===== src/rtl/tws_pkg.sv =====
package tws_pkg;

  typedef enum logic [3:0] {
    ST_IDLE,
    ST_ADDR,
    ST_AACK_WR,
    ST_AACK_RD,
    ST_SUB,
    ST_SACK,
    ST_WDAT,
    ST_DACK,
    ST_RDAT,
    ST_MACK,
    ST_MACK_OK
  } twsState_e;

  // Strobes from the control FSM to the datapath; each lasts one cycle.
  typedef struct packed {
    logic shiftIn;    // take one received bit
    logic loadSub;    // received byte becomes the subaddress
    logic writeReg;   // received byte goes to the control bank
    logic startRd;    // pointer back to zero for a read
    logic loadTx;     // fetch the byte at the pointer for sending
    logic shiftTx;    // present the next transmit bit
    logic clrStatus;  // a transmitted byte has finished
  } twsStrobe_t;

endpackage


===== src/rtl/tws_ctrl.sv =====
module tws_ctrl
  import tws_pkg::*;
#(
  parameter int unsigned SYNC_STAGES = 2
) (
  input  logic       clk,
  input  logic       rstN,
  input  logic       sclIn,
  input  logic       sdaIn,
  input  logic       addrHit,
  input  logic       rwBit,
  output twsStrobe_t stb,
  output logic       sdaBit,
  output logic       ackDrv,
  output logic       datDrv
);

  localparam int unsigned PIPE_W = SYNC_STAGES + 1;

  logic [PIPE_W-1:0] sclPipe;
  logic [PIPE_W-1:0] sdaPipe;
  logic sclS, sclPrev, sdaS, sdaPrev;
  logic sclRise, sclFall, startEv, stopEv;

  always_ff @(posedge clk or negedge rstN) begin
    if (!rstN) begin
      sclPipe <= '1;
      sdaPipe <= '1;
    end else begin
      sclPipe <= {sclPipe[PIPE_W-2:0], sclIn};
      sdaPipe <= {sdaPipe[PIPE_W-2:0], sdaIn};
    end
  end

  assign sclS    = sclPipe[SYNC_STAGES-1];
  assign sclPrev = sclPipe[SYNC_STAGES];
  assign sdaS    = sdaPipe[SYNC_STAGES-1];
  assign sdaPrev = sdaPipe[SYNC_STAGES];
  assign sdaBit  = sdaS;

  assign sclRise = sclS & ~sclPrev;
  assign sclFall = ~sclS & sclPrev;
  assign startEv = sclS & sclPrev & sdaPrev & ~sdaS;
  assign stopEv  = sclS & sclPrev & ~sdaPrev & sdaS;

  twsState_e  st, stNext;
  logic [3:0] bitCnt, cntNext;
  logic       ackNext, datNext;

  always_comb begin
    stNext  = st;
    cntNext = bitCnt;
    ackNext = ackDrv;
    datNext = datDrv;
    stb     = '0;
    if (stopEv) begin
      stNext  = ST_IDLE;
      ackNext = 1'b0;
      datNext = 1'b0;
    end else if (startEv) begin
      stNext  = ST_ADDR;
      cntNext = '0;
      ackNext = 1'b0;
      datNext = 1'b0;
    end else begin
      unique case (st)
        ST_IDLE: ;
        ST_ADDR, ST_SUB, ST_WDAT: begin
          if (sclRise && bitCnt < 4'd8) begin
            stb.shiftIn = 1'b1;
            cntNext     = bitCnt + 4'd1;
          end
          if (sclFall && bitCnt == 4'd8) begin
            cntNext = '0;
            if (st == ST_ADDR) begin
              if (addrHit) begin
                ackNext = 1'b1;
                if (rwBit) begin
                  stNext      = ST_AACK_RD;
                  stb.startRd = 1'b1;
                end else begin
                  stNext = ST_AACK_WR;
                end
              end else begin
                stNext = ST_IDLE;
              end
            end else if (st == ST_SUB) begin
              ackNext     = 1'b1;
              stb.loadSub = 1'b1;
              stNext      = ST_SACK;
            end else begin
              ackNext      = 1'b1;
              stb.writeReg = 1'b1;
              stNext       = ST_DACK;
            end
          end
        end
        ST_AACK_WR, ST_SACK, ST_DACK: begin
          if (sclFall) begin
            ackNext = 1'b0;
            stNext  = (st == ST_AACK_WR) ? ST_SUB : ST_WDAT;
          end
        end
        ST_AACK_RD, ST_MACK_OK: begin
          if (sclFall) begin
            ackNext    = 1'b0;
            datNext    = 1'b1;
            stb.loadTx = 1'b1;
            stNext     = ST_RDAT;
          end
        end
        ST_RDAT: begin
          if (sclRise) cntNext = bitCnt + 4'd1;
          if (sclFall) begin
            if (bitCnt == 4'd8) begin
              datNext       = 1'b0;
              stb.clrStatus = 1'b1;
              cntNext       = '0;
              stNext        = ST_MACK;
            end else begin
              stb.shiftTx = 1'b1;
            end
          end
        end
        ST_MACK: begin
          if (sclRise) stNext = sdaS ? ST_IDLE : ST_MACK_OK;
        end
        default: stNext = ST_IDLE;
      endcase
    end
  end

  always_ff @(posedge clk or negedge rstN) begin
    if (!rstN) begin
      st     <= ST_IDLE;
      bitCnt <= '0;
      ackDrv <= 1'b0;
      datDrv <= 1'b0;
    end else begin
      st     <= stNext;
      bitCnt <= cntNext;
      ackDrv <= ackNext;
      datDrv <= datNext;
    end
  end


  ack_on_low_chk: assert property (@(posedge clk) disable iff (!rstN)
    $rose(ackDrv) |-> $past(sclFall));


  data_on_low_chk: assert property (@(posedge clk) disable iff (!rstN)
    $rose(datDrv) |-> $past(sclFall));


  idle_released_chk: assert property (@(posedge clk) disable iff (!rstN)
    (st == ST_IDLE) |-> (!ackDrv && !datDrv));


  single_strobe_chk: assert property (@(posedge clk) disable iff (!rstN)
    $onehot0({stb.loadSub, stb.writeReg, stb.startRd, stb.loadTx, stb.shiftIn}));

endmodule


===== src/rtl/tws_datapath.sv =====
module tws_datapath
  import tws_pkg::*;
#(
  parameter int unsigned NUM_IN  = 4,
  parameter int unsigned NUM_OUT = 4,
  parameter logic [2:0]  ID_CODE = 3'b101,
  parameter logic [NUM_IN*8-1:0] CTRL_RESET = 'h0020_0080,
  parameter logic [6:0]  ADDR_LO = 7'h20,
  parameter logic [6:0]  ADDR_HI = 7'h70
) (
  input  logic                   clk,
  input  logic                   rstN,
  input  twsStrobe_t             stb,
  input  logic                   sdaBit,
  input  logic                   addrSel,
  input  logic                   pwrFail,
  input  logic [NUM_OUT*8-9:0]   rdRegs,
  output logic [NUM_IN*8-1:0]    ctrlRegs,
  output logic                   addrHit,
  output logic                   rwBit,
  output logic                   txBit
);

  localparam int unsigned OUT_IW    = (NUM_OUT > 1) ? $clog2(NUM_OUT) : 1;
  localparam int unsigned OUT_SLOTS = 2 ** OUT_IW;
  localparam logic [7:0]  OUT_LIM   = 8'(NUM_OUT);
  localparam logic [7:0]  IN_LIM    = 8'(NUM_IN);

  logic [7:0] shReg, txReg, ptr, curIdx, rdByte, statusByte;
  logic       pdd;

  always_ff @(posedge clk or negedge rstN) begin
    if (!rstN) shReg <= '0;
    else if (stb.shiftIn) shReg <= {shReg[6:0], sdaBit};
  end

  assign addrHit = (shReg[7:1] == (addrSel ? ADDR_HI : ADDR_LO));
  assign rwBit   = shReg[0];

  always_ff @(posedge clk or negedge rstN) begin
    if (!rstN) begin
      ptr    <= '0;
      curIdx <= '0;
      txReg  <= '1;
    end else begin
      if (stb.startRd) ptr <= '0;
      else if (stb.loadSub) ptr <= shReg;
      else if (stb.writeReg) ptr <= ptr + 8'd1;
      else if (stb.loadTx) begin
        ptr    <= ptr + 8'd1;
        curIdx <= ptr;
        txReg  <= rdByte;
      end else if (stb.shiftTx) begin
        txReg <= {txReg[6:0], 1'b1};
      end
    end
  end

  assign txBit = txReg[7];

  for (genvar g = 0; g < NUM_IN; g++) begin : gCtrl
    logic [7:0] regQ;
    always_ff @(posedge clk or negedge rstN) begin
      if (!rstN) regQ <= CTRL_RESET[g*8 +: 8];
      else if (stb.writeReg && ptr == 8'(g)) regQ <= shReg;
    end
    assign ctrlRegs[g*8 +: 8] = regQ;
  end

  always_ff @(posedge clk or negedge rstN) begin
    if (!rstN) pdd <= 1'b1;
    else if (pwrFail) pdd <= 1'b1;
    else if (stb.clrStatus && curIdx == 8'd0) pdd <= 1'b0;
  end

  assign statusByte = {pdd, 4'b0000, ID_CODE};

  logic [7:0] rdArr [OUT_SLOTS];
  assign rdArr[0] = statusByte;
  for (genvar k = 1; k < OUT_SLOTS; k++) begin : gRd
    if (k < NUM_OUT) begin : gUsed
      assign rdArr[k] = rdRegs[(k-1)*8 +: 8];
    end else begin : gSpare
      assign rdArr[k] = 8'h00;
    end
  end

  assign rdByte = (ptr < OUT_LIM) ? rdArr[ptr[OUT_IW-1:0]] : 8'h00;


  pdd_set_chk: assert property (@(posedge clk) disable iff (!rstN)
    pwrFail |=> pdd);


  pdd_clear_chk: assert property (@(posedge clk) disable iff (!rstN)
    $fell(pdd) |-> $past(stb.clrStatus));


  ctrl_hold_chk: assert property (@(posedge clk) disable iff (!rstN)
    !stb.writeReg |=> $stable(ctrlRegs));


  ctrl_overrun_chk: assert property (@(posedge clk) disable iff (!rstN)
    (stb.writeReg && ptr >= IN_LIM) |=> $stable(ctrlRegs));

endmodule


===== src/rtl/twowire_reg_slave.sv =====
module twowire_reg_slave
  import tws_pkg::*;
#(
  parameter int unsigned NUM_IN  = 4,
  parameter int unsigned NUM_OUT = 4,
  parameter logic [2:0]  ID_CODE = 3'b101,
  parameter logic [NUM_IN*8-1:0] CTRL_RESET = 'h0020_0080,
  parameter logic [6:0]  ADDR_LO = 7'h20,
  parameter logic [6:0]  ADDR_HI = 7'h70,
  parameter int unsigned SYNC_STAGES = 2
) (
  input  logic                 clk,
  input  logic                 rstN,
  input  logic                 sclIn,
  input  logic                 sdaIn,
  output logic                 sdaOe,
  input  logic                 addrSel,
  input  logic                 pwrFail,
  input  logic [NUM_OUT*8-9:0] rdRegs,
  output logic [NUM_IN*8-1:0]  ctrlRegs
);

  twsStrobe_t stb;
  logic sdaBit, addrHit, rwBit, txBit, ackDrv, datDrv;

  tws_ctrl #(.SYNC_STAGES(SYNC_STAGES)) u_ctrl (
    .clk(clk), .rstN(rstN), .sclIn(sclIn), .sdaIn(sdaIn),
    .addrHit(addrHit), .rwBit(rwBit), .stb(stb), .sdaBit(sdaBit),
    .ackDrv(ackDrv), .datDrv(datDrv)
  );

  tws_datapath #(
    .NUM_IN(NUM_IN), .NUM_OUT(NUM_OUT), .ID_CODE(ID_CODE),
    .CTRL_RESET(CTRL_RESET), .ADDR_LO(ADDR_LO), .ADDR_HI(ADDR_HI)
  ) u_dp (
    .clk(clk), .rstN(rstN), .stb(stb), .sdaBit(sdaBit), .addrSel(addrSel),
    .pwrFail(pwrFail), .rdRegs(rdRegs), .ctrlRegs(ctrlRegs),
    .addrHit(addrHit), .rwBit(rwBit), .txBit(txBit)
  );

  assign sdaOe = ackDrv | (datDrv & ~txBit);

endmodule


===== config.mk =====
export PLATFORM = sky130hd
export DESIGN_NAME = twowire_reg_slave
export DESIGN_NICKNAME = d
export VERILOG_FILES = /design/src/rtl/tws_pkg.sv /design/src/rtl/tws_ctrl.sv /design/src/rtl/tws_datapath.sv /design/src/rtl/twowire_reg_slave.sv
export SDC_FILE = /design/constraint.sdc
export NUM_CORES = 1
export LEC_CHECK = 0
export BUFFER_PORTS_ARGS = -buffer_cell sky130_fd_sc_hd__buf_2
export CORE_MARGIN = 4
export CORE_UTILIZATION = 40
export CTS_CLUSTER_SIZE = 10
export DETAILED_ROUTE_END_ITERATION = 7
export PLACE_DENSITY = 0.58
export SYNTH_ARGS = -nofsm -noshare
export SYNTH_HDL_FRONTEND = slang
export SYNTH_SLANG_ARGS = --single-unit

===== constraint.sdc =====
create_clock -name clk -period 3.61 [get_ports clk]
set_input_delay 0.5415 -clock clk [delete_from_list [all_inputs] [get_ports clk]]
set_output_delay 0.5415 -clock clk [all_outputs]
set_load 0.1 [all_outputs]

==> results.toml <==
[floorplan]
initial_core_util_pct = 41.1
core_area_sq_mm = 0.00977
rows = 36
dieWidth_um = 108
ios = 63
die_y_um = 108
design.die.area_sq_mm = 0.0117

[yosys]
yosysWarnings = 0
ys_seq_area_share_pct = 51.0
synth_edf_count = 0
synthArstFlopShare_pct = 100
ys_types = 60
netlist_area_sq_mm = 0.00401
synth_flop_cell = "dfrtp_1"
synth-seq-cells = 81
syn-instance-count = 354
synth_nets = 390
syn_area_per_cell_sq_um = 11.3

[min_path]
min_path_type = "in -> reg"

[critical_path]
crit_type = "reg -> reg"
crit_path_end_kind = "flip-flop"
reg2reg_slack_ns = 1.03
cp_data_arrival_time_ns = 2.87
crit_path_max_fanout = 19
reg2reg_depth = 5
crit_end = "u_ctrl.st[0]$_DFFE_PN0P_"
reg2reg_from = "u_ctrl.st[0]$_DFFE_PN0P_"
critical_path_required_ns = 3.90
crit_path_start_kind = "flip-flop"
r2r-end = "u_ctrl.st[0]$_DFFE_PN0P_"
cp-startpoint = "u_ctrl.st[0]$_DFFE_PN0P_"

[placed_design]
dp.cells = 533
place_hpwl_mm = 6.14
placed_cell_area_sq_mm = 0.00443
port_buffers = 62
globalplace.congestion = 0.895

[cells_and_area]
final_layout_size_suffix_gt1_share_pct = 35.3
fin_area_sq_mm = 0.00466
finish.net_count = 447
area_growth_syn_to_layout_pct = 16.2
diodes = 0
stdcell_count = 549

[drt]
dr.pass1.iters = 4
vias = 2971
wl_per_cell_um = 16.3
wirelength_mm = 8.95
postRouteAntennaNets = 0
drc = 0
vias_per_cell = 5.41
drtIter0Drc = 211

[clock_network]
cts_root_buffer = "clkbuf_8"
postCtsSetupBuffers = 0
htreeDepth = 3
clk_latency_ns = 0.35
clock-sinks = 81
clock_path_buffers = 2
cts_resized = 0
ctsHoldBuffers = 0
path_clk_slew_ns = 0.08
cts_buffers = 9
cts_tree = "done"

[outcome]
status = "completed"

[pwr]
ir_drop_v = 0.000263
total_power_mw = 1.89
p_leak_nw = 2.24
powerDensity_mw_per_mm2 = 406

[timing]
setup-violations-final = 0
rsz0062_at_grt = "false"
drv_slew = 0
whs_ns = 0.287
clock.fmax_ghz = 0.388
hold_viol_final = 0
timing.final.crit_period_ns = 2.58
worstMarginPinSlew_ns = 0.991
setup_tns_ns = 0
maxSlewHeadroom_pct = 33.9
finalCritPeriodShare_pct = 71.5
skew_ns = 0.00774

[job]
maxCapViolations = 0

[grt]
grt_pass1_wl_mm = 14.8
antenna_found_initial = 0
grt_start_max_net_pins = 82
grt_overflow = 0
grt_usage_pct = 16.1
grt_pass1_vias = 2906
==> flip-flops by register name (all words and copies together), names as in the netlist <==
register         count
u_ctrl.bitCnt        4
u_dp.gCtrl.regQ     32
u_ctrl.datDrv        1
u_ctrl.ackDrv        1
u_dp.shReg           8
u_dp.ptr             8
u_dp.curIdx          8
u_ctrl.sclPipe       3
u_dp.txReg           8
u_ctrl.st            4
u_dp.pdd             1
u_ctrl.sdaPipe       3
==> worst max-delay path: stages (launching register included) <==
cell and delay, ns:
dfrtp_1 0.69, or4b_1 0.50, a2111oi_2 0.43, nand4_1 0.48
a31oi_1 0.27, mux2_1 0.15
==> how the worst min path moves through the flow <==
stage | cells past startpoint | slack (ns) | start | endpoint
2_1_floorplan | 0 | 0.25 | rstN | u_ctrl.ackDrv$_DFFE_PN0P_
3_3_place_gp | 0 | 0.35 | u_ctrl.sclPipe[0]$_DFF_PN1_ | u_ctrl.sclPipe[1]$_DFF_PN1_
3_5_place_dp | 0 | 0.35 | u_ctrl.sdaPipe[0]$_DFF_PN1_ | u_ctrl.sdaPipe[1]$_DFF_PN1_
4_1_cts | 1 | 0.27 | sdaIn | u_ctrl.sdaPipe[0]$_DFF_PN1_
5_1_grt | 1 | 0.26 | sclIn | u_ctrl.sclPipe[0]$_DFF_PN1_
6_report | 1 | 0.29 | sdaIn | u_ctrl.sdaPipe[0]$_DFF_PN1_
==> routing by layer <==
layer,up-vias,track usage (%),part of all wire (%)
met5,-,0,0
met4,0,6.49,1.2
met3,8,2.99,4.9
met2,74,23.5,44
met1,1461,23.7,50
li1,1428,-,-
==> cell type report <==
type	instances	area, sq um
repair buffers	63	320
flip-flops and latches	81	2050
inverters	12	45.0
clock inverters	5	86.3
multi-input cells	244	1850
clock buffers	11	151
fillers	922	5110
well taps	133	166
==> cell usage in the layout (no fill, tap or decap), drive strengths merged, types with 12 or more instances in the layout <==
cell | netlist | layout
nand3 | 13 | 13
nor2 | 15 | 15
dfstp | 17 | 17
mux2 | 48 | 48
o21ai | 17 | 17
nand2 | 24 | 24
buf | 6 | 63
dfrtp | 64 | 64
a21oi | 19 | 19
inv | 11 | 12
==> cell usage after synthesis (4+ instances only) <==
library cell  count  area share (%)
nor4_1            5            0.78
a31oi_1           4            0.62
inv_1            11             1.0
xnor2_1           7             1.5
nand3_1          13             1.6
clkbuf_1         11             1.0
o22ai_1           9             1.4
mux2_2           43              12
ha_1              6             1.9
a22oi_1           5            0.94
a21oi_1          19             2.4
mux2_1            4             1.1
a21o_1            4            0.75
dfstp_2          17              11
nor2_1           15             1.4
nand2b_1          5            0.78
o2bb2ai_1         4            0.87
nand2_1          24             2.2
o21ai_1           7            0.87
o21ai_0          10             1.2
mux2i_1           9             2.2
dfrtp_1          64              40
==> kinds of logic after synthesis <==
logic type,share of synthesized area [%]
xor gates and xnor gates,1.75
DFF,51.0
and+or+nand+nor,11.9
buffers and inverters,2.99
adders and majority gates,1.87
AOI/OAI and AO/OA,14.1
muxes,16.4
==> metrics by stage <==
stage                     utilization, %  setup slack [ns]
after floorplan                        -              1.42
after global placement              45.3             0.989
after detailed placement            45.3              1.01
after CTS                           47.7              1.01
after global routing                47.7             0.753
final                               47.7              1.03
==> report_power, final <==
group | switching, mW | internal, mW
clock | 0.338 | 0.432
combinational | 0.0698 | 0.0621
sequential | 0.0534 | 0.936
total | 0.462 | 1.43
No activity file was read; power rests on OpenSTA's default activity.
